## src/rtl/rxc_pkg.sv

```systemverilog
package rxc_pkg;

    localparam int PARAM_W = 16;
    localparam int SEL_W   = 2;

    typedef logic [PARAM_W-1:0] word_t;

    localparam word_t RELOAD_DFLT = 16'h0600;
    localparam word_t LIMIT_DFLT  = 16'd6;
    localparam word_t MASK_DFLT   = 16'hFF80;
    localparam word_t NO_LIMIT    = '1;

    typedef enum logic [SEL_W-1:0] {
        SEL_RELOAD = 2'd0,
        SEL_LIMIT  = 2'd1,
        SEL_MASK   = 2'd2,
        SEL_SPARE  = 2'd3
    } sel_e;

    typedef struct packed {
        word_t reload;
        word_t limit;
        word_t mask;
    } params_t;

    typedef struct packed {
        word_t cnt;    // frames in the open bundle, zero when empty
        word_t timer;  // dead-man countdown
        word_t lim;    // limit captured when the bundle opened
    } bundle_t;

endpackage

```

## src/rtl/rxc_param_regs.sv

```systemverilog
module rxc_param_regs
    import rxc_pkg::*;
#(
    parameter word_t RELOAD_INIT = RELOAD_DFLT,
    parameter word_t LIMIT_INIT  = LIMIT_DFLT,
    parameter word_t MASK_INIT   = MASK_DFLT
) (
    input  logic             clk,
    input  logic             rst_n,
    input  logic             wr_en,
    input  logic [SEL_W-1:0] wr_sel,
    input  word_t            wr_data,
    output params_t          params_o
);

    params_t prm_d, prm_q;

    always_comb begin
        prm_d = prm_q;
        if (wr_en) begin
            case (sel_e'(wr_sel))
                SEL_RELOAD: prm_d.reload = wr_data;
                SEL_LIMIT:  prm_d.limit  = wr_data;
                SEL_MASK:   prm_d.mask   = wr_data;
                default:    ;
            endcase
        end
    end

    always_ff @(posedge clk) begin
        if (!rst_n) begin
            prm_q <= '{reload: RELOAD_INIT, limit: LIMIT_INIT, mask: MASK_INIT};
        end else begin
            prm_q <= prm_d;
        end
    end

    assign params_o = prm_q;

endmodule

```

## src/rtl/rxc_short_filter.sv

```systemverilog
module rxc_short_filter
    import rxc_pkg::*;
(
    input  logic  frame_done,
    input  word_t frame_len,
    input  word_t mask,
    output logic  bypass_o,
    output logic  join_o
);

    logic masked_zero;

    always_comb begin
        masked_zero = ((frame_len & mask) == '0);
        bypass_o    = frame_done && masked_zero;
        join_o      = frame_done && !masked_zero;
    end

endmodule

```

## src/rtl/rxc_bundle_ctrl.sv

```systemverilog
module rxc_bundle_ctrl
    import rxc_pkg::*;
(
    input  logic  clk,
    input  logic  rst_n,
    input  logic  join_i,
    input  word_t reload_i,
    input  word_t limit_i,
    output logic  fire_o,
    output word_t cnt_o,
    output word_t timer_o,
    output word_t lim_o
);

    bundle_t st_d, st_q;

    logic  open_w;
    logic  timer_hit;
    logic  count_hit;
    word_t next_cnt;
    word_t eff_lim;

    always_comb begin
        st_d      = st_q;
        open_w    = (st_q.cnt != '0);
        eff_lim   = open_w ? st_q.lim : limit_i;

        if (!open_w) begin
            next_cnt = word_t'(1);
        end else if (st_q.cnt == '1) begin
            next_cnt = st_q.cnt;
        end else begin
            next_cnt = st_q.cnt + word_t'(1);
        end

        timer_hit = open_w && (st_q.timer <= word_t'(1));
        count_hit = join_i && (eff_lim != NO_LIMIT) && (next_cnt >= eff_lim);
        fire_o    = timer_hit || count_hit;

        if (fire_o) begin
            st_d.cnt   = '0;
            st_d.timer = '0;
        end else if (join_i && !open_w) begin
            st_d.cnt   = next_cnt;
            st_d.timer = reload_i;
            st_d.lim   = limit_i;
        end else if (open_w) begin
            st_d.timer = st_q.timer - word_t'(1);
            if (join_i) begin
                st_d.cnt = next_cnt;
            end
        end
    end

    always_ff @(posedge clk) begin
        if (!rst_n) begin
            st_q <= '{cnt: '0, timer: '0, lim: LIMIT_DFLT};
        end else begin
            st_q <= st_d;
        end
    end

    assign cnt_o   = st_q.cnt;
    assign timer_o = st_q.timer;
    assign lim_o   = st_q.lim;

endmodule

```

## src/rtl/rx_irq_coalescer.sv

```systemverilog
module rx_irq_coalescer
    import rxc_pkg::*;
#(
    parameter word_t RELOAD_INIT = RELOAD_DFLT,
    parameter word_t LIMIT_INIT  = LIMIT_DFLT,
    parameter word_t MASK_INIT   = MASK_DFLT
) (
    input  logic                clk,
    input  logic                rst_n,
    input  logic                frame_done,
    input  logic [PARAM_W-1:0]  frame_len,
    input  logic                cfg_wr,
    input  logic [SEL_W-1:0]    cfg_sel,
    input  logic [PARAM_W-1:0]  cfg_data,
    input  logic                irq_ack,
    output logic                irq_req
);

    params_t prm_w;
    logic    bypass_w;
    logic    join_w;
    logic    fire_w;
    word_t   cnt_w;
    word_t   timer_w;
    word_t   lim_w;
    logic    irq_d, irq_q;

    rxc_param_regs #(
        .RELOAD_INIT (RELOAD_INIT),
        .LIMIT_INIT  (LIMIT_INIT),
        .MASK_INIT   (MASK_INIT)
    ) regs_i (
        .clk      (clk),
        .rst_n    (rst_n),
        .wr_en    (cfg_wr),
        .wr_sel   (cfg_sel),
        .wr_data  (cfg_data),
        .params_o (prm_w)
    );

    rxc_short_filter filt_i (
        .frame_done (frame_done),
        .frame_len  (frame_len),
        .mask       (prm_w.mask),
        .bypass_o   (bypass_w),
        .join_o     (join_w)
    );

    rxc_bundle_ctrl bund_i (
        .clk      (clk),
        .rst_n    (rst_n),
        .join_i   (join_w),
        .reload_i (prm_w.reload),
        .limit_i  (prm_w.limit),
        .fire_o   (fire_w),
        .cnt_o    (cnt_w),
        .timer_o  (timer_w),
        .lim_o    (lim_w)
    );

    always_comb begin
        irq_d = fire_w || bypass_w || (irq_q && !irq_ack);
    end

    always_ff @(posedge clk) begin
        if (!rst_n) begin
            irq_q <= 1'b0;
        end else begin
            irq_q <= irq_d;
        end
    end

    assign irq_req = irq_q;

endmodule

```

## config.mk

```make
export PLATFORM = sky130hd
export DESIGN_NAME = rx_irq_coalescer
export DESIGN_NICKNAME = d
export VERILOG_FILES = /design/src/rtl/rxc_pkg.sv /design/src/rtl/rxc_param_regs.sv /design/src/rtl/rxc_short_filter.sv /design/src/rtl/rxc_bundle_ctrl.sv /design/src/rtl/rx_irq_coalescer.sv
export SDC_FILE = /design/constraint.sdc
export NUM_CORES = 1
export LEC_CHECK = 0
export ABC_AREA = 1
export BUFFER_PORTS_ARGS = -buffer_cell sky130_fd_sc_hd__buf_2
export CAP_MARGIN = 5
export CELL_PAD_IN_SITES_DETAIL_PLACEMENT = 0
export CELL_PAD_IN_SITES_GLOBAL_PLACEMENT = 1
export CORE_MARGIN = 2
export CORE_UTILIZATION = 33
export CTS_BUF_LIST = sky130_fd_sc_hd__clkbuf_8
export DETAILED_ROUTE_END_ITERATION = 6
export GPL_TIMING_DRIVEN = 0
export PLACE_DENSITY_LB_ADDON = 0.1
export SLEW_MARGIN = 0
export SYNTH_ARGS = -nofsm -noshare
export SYNTH_HDL_FRONTEND = slang
export SYNTH_HIERARCHICAL = 1
export SYNTH_SLANG_ARGS = --single-unit
```

## constraint.sdc

```tcl
create_clock -name clk -period 8.6 [get_ports clk]
set_input_delay 0 -clock clk [delete_from_list [all_inputs] [get_ports clk]]
set_output_delay 0 -clock clk [all_outputs]
set_load 0.1 [all_outputs]
```

After elaboration in Yosys (flattened, before gate mapping):

Cells that the tools add are included.

* bits in registers: 97
* bits in latches: 0
* memory bits (writable): 0
* ROM bits: 0
* input bits: 39
* logic and storage cells: 48
* memories: 0

* $add $sub $neg: 2
* multiply operators: 0
* divide/modulo/power cells: 0
* order comparisons: 2
* equality and inequality tests: 4
* shifts and indexed selects: 0
* multiplexer cells: 6
* bitwise logic cells: 3
* reduce and logical (&&, ||, !) cells: 24

Operator list (count)
* $mux W16: 4
* $mux W32: 2
* $add A16 B1 Y16 const B: 1
* $and A16 B16 Y16: 1
* $eq A16 B16 Y1 const B: 1
* $ge A16 B16 Y1: 1
* $le A16 B1 Y1 const B: 1
* $logic_not A16 Y1: 1
* $ne A16 B16 Y1 const B: 1
* $reduce_bool A16 Y1: 1
* $sub A16 B1 Y16 const B: 1
* $reduce_and A2 Y1: 5
* $logic_and A1 B1 Y1: 7
* $reduce_bool A2 Y1: 2
* $logic_not A1 Y1: 3
* $logic_or A1 B1 Y1: 3
* $eq A2 B1 Y1 const B: 1
* $eq A2 B2 Y1 const B: 1
* $logic_not A2 Y1: 1
* $not A1 Y1: 2
* $reduce_or A2 Y1: 1

Depth between registers and ports, before layout:

* depth after elaboration: 9
* mapped depth: 25
* mapped depth without buffers: 24

Cells and area by module:

Netlist, hierarchy kept.

By module, submodules not included
* rxc_bundle_ctrl: times used 1, cells an instance 532, area each 3400.8 µm², sequential area each 960.9 µm²
* rxc_param_regs: times used 1, cells an instance 289, area each 1966.9 µm², sequential area each 960.9 µm²
* rxc_short_filter: times used 1, cells an instance 34, area each 133.9 µm², sequential area each 0.0 µm²
* rx_irq_coalescer: times used 1, cells an instance 6, area each 40.0 µm², sequential area each 20.0 µm²

Worst setup path before layout:

No wires, ideal clock.

* path type: reg2reg
* start point: register bund_i.st_q, in the netlist bund_i/cnt_o[0]
* end point: register bund_i.st_q, in the netlist bund_i/timer_o[10]
* library setup time: 122 ps
* arrival: 2713 ps
* data required time: 8478 ps
* path slack: 5766 ps
* stages on the path, launching flop included: 20
* path buffers: 3
* period minus slack after synthesis: 2834 ps
* cells stage by stage: dfxtp_1 -> inv_1 -> ha_1 -> nand2_1 -> nor2_4 -> nand2_4 -> buf_6 -> clkbuf_1 -> and3_1 -> ha_1 -> nand2_1 -> inv_1 -> nand3_1 -> nor3_1 -> nand3_1 -> nand3_1 -> nand3_4 -> nand3_4 -> buf_2 -> nor2_1

* cells in the longest elaborated chain, start to end: 7
* elaborated cells between the ends (all ways): 17

RTL lines
* start, declared: line rxc_bundle_ctrl.sv:15 `bundle_t st_d, st_q;`
* start signal, assigned: line rxc_bundle_ctrl.sv:57 `st_q <= '{cnt: '0, timer: '0, lim: LIMIT_DFLT};`
* start signal, assigned: line rxc_bundle_ctrl.sv:59 `st_q <= st_d;`
* $add A16 B1 Y16 or $eq A16 B16 Y1 (tied branches): line rxc_bundle_ctrl.sv:33, rxc_bundle_ctrl.sv:30
* $mux W16: line rxc_bundle_ctrl.sv:30 `end else if (st_q.cnt == '1) begin`
* $mux W16 (*): line rxc_bundle_ctrl.sv:28 `if (!open_w) begin`
* named net bund_i.next_cnt[14]: line rxc_bundle_ctrl.sv:20 `word_t next_cnt;`
* $ge A16 B16 Y1 (*): line rxc_bundle_ctrl.sv:37 `count_hit = join_i && (eff_lim != NO_LIMIT) && (next_cnt >= eff_lim);`
* $logic_and A1 B1 Y1 (*): line rxc_bundle_ctrl.sv:37
* $logic_or A1 B1 Y1 (*): line rxc_bundle_ctrl.sv:38 `fire_o = timer_hit || count_hit;`
* $reduce_or A2 Y1 (no line) (*)

The timed path passes the listed nets; every way through them passes the cells marked *.
A chain may end at the register's enable or synchronous reset.

Final worst setup path:

* start point: register bund_i.st_q, in the netlist bund_i/cnt_o[0]
* end point: register irq_q (netlist: irq_req)

* cells in the longest elaborated chain, start to end: 8
* elaborated cells between the ends (all ways): 14

RTL lines
* $add A16 B1 Y16 or $eq A16 B16 Y1 (tied branches): line rxc_bundle_ctrl.sv:33, rxc_bundle_ctrl.sv:30
* $mux W16: line rxc_bundle_ctrl.sv:30
* $mux W16 (*): line rxc_bundle_ctrl.sv:28
* named net bund_i.next_cnt[9]: line rxc_bundle_ctrl.sv:20
* $ge A16 B16 Y1 (*): line rxc_bundle_ctrl.sv:37
* $logic_and A1 B1 Y1 (*): line rxc_bundle_ctrl.sv:37
* $logic_or A1 B1 Y1 (*): line rxc_bundle_ctrl.sv:38
* named net fire_w: line rx_irq_coalescer.sv:22 `logic fire_w;`
* $logic_or A1 B1 Y1 (*) (2 in a row): line rx_irq_coalescer.sv:62 `irq_d = fire_w || bypass_w || (irq_q && !irq_ack);`
* end signal, assigned: line rx_irq_coalescer.sv:69 `irq_q <= irq_d;`
* end, declared: line rx_irq_coalescer.sv:26 `logic irq_d, irq_q;`

Marked as above.

==> summary.txt <==
Outcome
  • Status: finished, final reports clean

Drt
  • Vias per cell: 4.69
  • DRC viols: 0
  • 1st-pass router iterations: 5
  • Via count: 5,408
  • Initial DRC count: 291
  • WL per Instance: approximately 14 µm
  • Total Routed Length: 16.2 mm
  • Final ANT Viol Nets: 0

Clock tree
  • Setup Fix Bufs, Post-CTS: 0
  • CTS Buf Count: 9
  • CTS tree: done
  • Clock Latency Late Sink: approximately 0.38 ns
  • Clock transition at the registers of the reported paths: ~0.10 ns
  • CTS resizes: 0
  • Max clock buf depth: 2
  • Root buffer cell: clkbuf_8
  • # hold bufs at CTS: 20
  • Clock Sink Count: 97
  • H-tree levels: 3

Floorplan
  • Core outline area: about 0.017 mm²
  • Die X: around 130 µm
  • Cell Rows: 47
  • Initial Util: 0.335
  • Die Area: 0.0178 mm²
  • Chip height: 134 µm
  • I/O Pins: 40

Logic synthesis
  • Synth cell types: 35
  • Synthesized cell area: 0.00554 mm²
  • Synthesized area per cell: 6.44 µm²
  • Synthesis-stage register bit count: 97
  • EDFF count, synth: 0
  • Sequential area share after synthesis: 0.350
  • Synth top area share: 0.350
  • Ys async rst share: 0
  • Cells after Synth: 861
  • Synth area leader: dfxtp_1
  • Count leader, synth: nand2_1
  • Syn nets: between 900 and 1,000
  • Ys flop type: dfxtp_1
  • Commonest cells in the netlist: nand2_1, nor2_1, dfxtp_1
  • Synth warn: 6
  • Largest cells by area after synthesis: dfxtp_1, nand2_1, nor2_1

Setup path
  • Slowest Stage Delay on Critical Path: roughly 0.55 ns
  • R2R Path End: irq_req$_SDFF_PN0_
  • Cell mode on critical path: a21oi_1
  • Worst Path Arrival: ~4.3 ns
  • WS Path Type: flip-flop to flip-flop
  • End of the critical path: irq_req$_SDFF_PN0_
  • Cells on worst reg2reg path: 19
  • Setup slack, reg-to-reg: 4.54 ns
  • Crit path cell chain: inv_1 -> ha_1 -> nand2_1 -> nor2_4 -> nand2_4 -> buf_6 -> clkbuf_1 -> nand2_1 -> a21oi_1 -> ha_1 -> a21oi_1 -> o21ai_0 -> a21oi_1 -> nand3_1 -> nand3_4 -> nand2_1 -> nor2_1 -> a21oi_1 -> dlygate4sd3_1
  • Endpoint class of the critical path: flip-flop
  • RR Startpoint: bund_i/cnt_o[0]$_SDFFE_PP0P_
  • Worst setup SP type: flip-flop
  • Crit path launch: bund_i/cnt_o[0]$_SDFFE_PP0P_
  • CP required: about 8.9 ns
  • Slowest stage cell, crit path: dlygate4sd3_1
  • Peak fanout along the critical path: 10

Finish
  • Layout Nets: 989
  • # diodes: 0
  • Layout area overhead: 15.3%
  • Layout cell share with drive strength beyond 1: 0.107
  • Post-route cell area: ~0.0064 mm²
  • Layout Utilization: 0.387

Place
  • RePlAce Congestion: approximately 0.86
  • IO buf count: 38
  • DP HPWL: 12.5 mm
  • Placed cell areas: 0.00601 mm²

Job
  • Reported max-cap violation count: 0

Min path
  • Class of the worst hold path: input port to flip-flop

STA
  • Final Hold Fails: 0
  • Slew headroom: 0.517
  • Fin crit share: 0.472
  • Final setup fails: 0
  • Setup TNS: 0 ns
  • Slew Limit Fails: 0
  • Fmax: ~250 MHz
  • Worst-margin pin slew: 0.721 ns
  • RSZ-0062 raised after global routing: false
  • Clk_skew: 0.0115 ns
  • Final Critical Period: 4.06 ns

Power and ir drop
  • Pwr dens: 249 mW/mm²
  • Leakage: 0.00315 µW
  • Tot Pwr: 1590 µW
  • Peak supply drop: 0.0870 mV

GRT
  • Initial antenna violation count: 0
  • First-pass GRT wire length: between 20 and 30 mm
  • Largest net degree at the start of global routing: 16
  • Grt total ovfl: 0
  • Vias in the first global route: ~5,200
  • GR Util All Layers: 0.188
metrics by stage:
stage               setup WS (ns)  hold slack, ns  instances
detailed placement           4.94           0.255       1119
global placement             4.96           0.250       1119
floorplan                    5.77           0.109        861
CTS                          4.58         0.00233       1154
global route                 4.26          0.0581       1154
finish                       4.54          0.0327       1154
metal layers:
metal  wire (µm)  global-route usage  vias to the layer above
li1            -                   -                     2869
met1        8140               0.260                     2436
met2        7410               0.305                       90
met3         454              0.0221                       13
met4         199              0.0597                        0
met5           0                   0                        -
power by group:
part	leakage [µW]	total, µW	internal, µW	switching [µW]
combinational	0.00226	731	254	477
sequential	0.000794	566	519	47.0
clock	0.0000932	291	120	171
total	0.00315	1590	894	695
cell usage in the layout, fill, tap and decap left out, types with 5 or more instances in the layout:
master         Yosys  layout
xor2_1             6       6
nand4_1           17      17
inv_1             94      95
a221oi_1           5       5
clkbuf_1          11      11
nand2_1          243     243
nor2_1           160     160
buf_2             22      60
nand3_1           54      54
a21oi_1           46      46
nor3_1             7       7
ha_1              20      20
dlygate4sd3_1      0      20
a21oi_2           10      10
clkbuf_8           0      11
nand3b_1          14      14
o21ai_0           24      24
dfxtp_1           97      97
how the worst min path moves through the flow:
stage / start / to / slack, ns / depth (start not counted)
detailed placement: irq_ack / irq_req$_SDFF_PN0_ / 0.25 / 4
global route: cfg_sel[0] / regs_i/params_o[8]$_SDFFE_PN1P_ / 0.06 / 4
finish: cfg_sel[0] / regs_i/params_o[41]$_SDFFE_PN1P_ / 0.03 / 5
global placement: irq_ack / irq_req$_SDFF_PN0_ / 0.25 / 4
floorplan: rst_n / irq_req$_SDFF_PN0_ / 0.11 / 2
CTS: cfg_sel[0] / regs_i/params_o[8]$_SDFFE_PN1P_ / 0.002 / 4
cell families (layout without fill, tap and decap cells):
family | count (synthesis) | after routing | synth area share
adder cells (fa/ha/maj) | 20 | 20 | 0.0452
XOR/XNOR | 8 | 8 | 0.0126
flip-flops | 97 | 97 | 0.350
AND/OR/NAND/NOR | 511 | 511 | 0.393
AO/OA/AOI/OAI | 93 | 93 | 0.0987
buffers and inverters | 132 | 205 | 0.0998
flip-flops by register name, summed over array words and instances, names as in the netlist:
name             cells
bund_i/lim_o        16
regs_i/params_o     48
bund_i/cnt_o        16
irq_req              1
bund_i/timer_o      16
cell type report:
class | count | area [µm²]
plain buffers | 37 | 196
clock buffers | 11 | 151
clock inverters | 4 | 28.8
fillers | 1799 | 10100
inverters | 95 | 357
multi-input cells | 632 | 3050
flip-flops and latches | 97 | 1940
well taps | 220 | 275
repair buffers | 58 | 390
critical path: cells and delay by family, from the launching register on:
| family | cells | cell delay, ns |
|---|---|---|
| buffers and inverters | 4 | 1.24 |
| AND/OR/NAND/NOR | 8 | 0.99 |
| AO/OA/AOI/OAI | 5 | 0.80 |
| adder cells (fa/ha/maj) | 2 | 0.55 |
| flip-flops | 1 | 0.39 |
No activity file was read; power rests on OpenSTA's default activity.
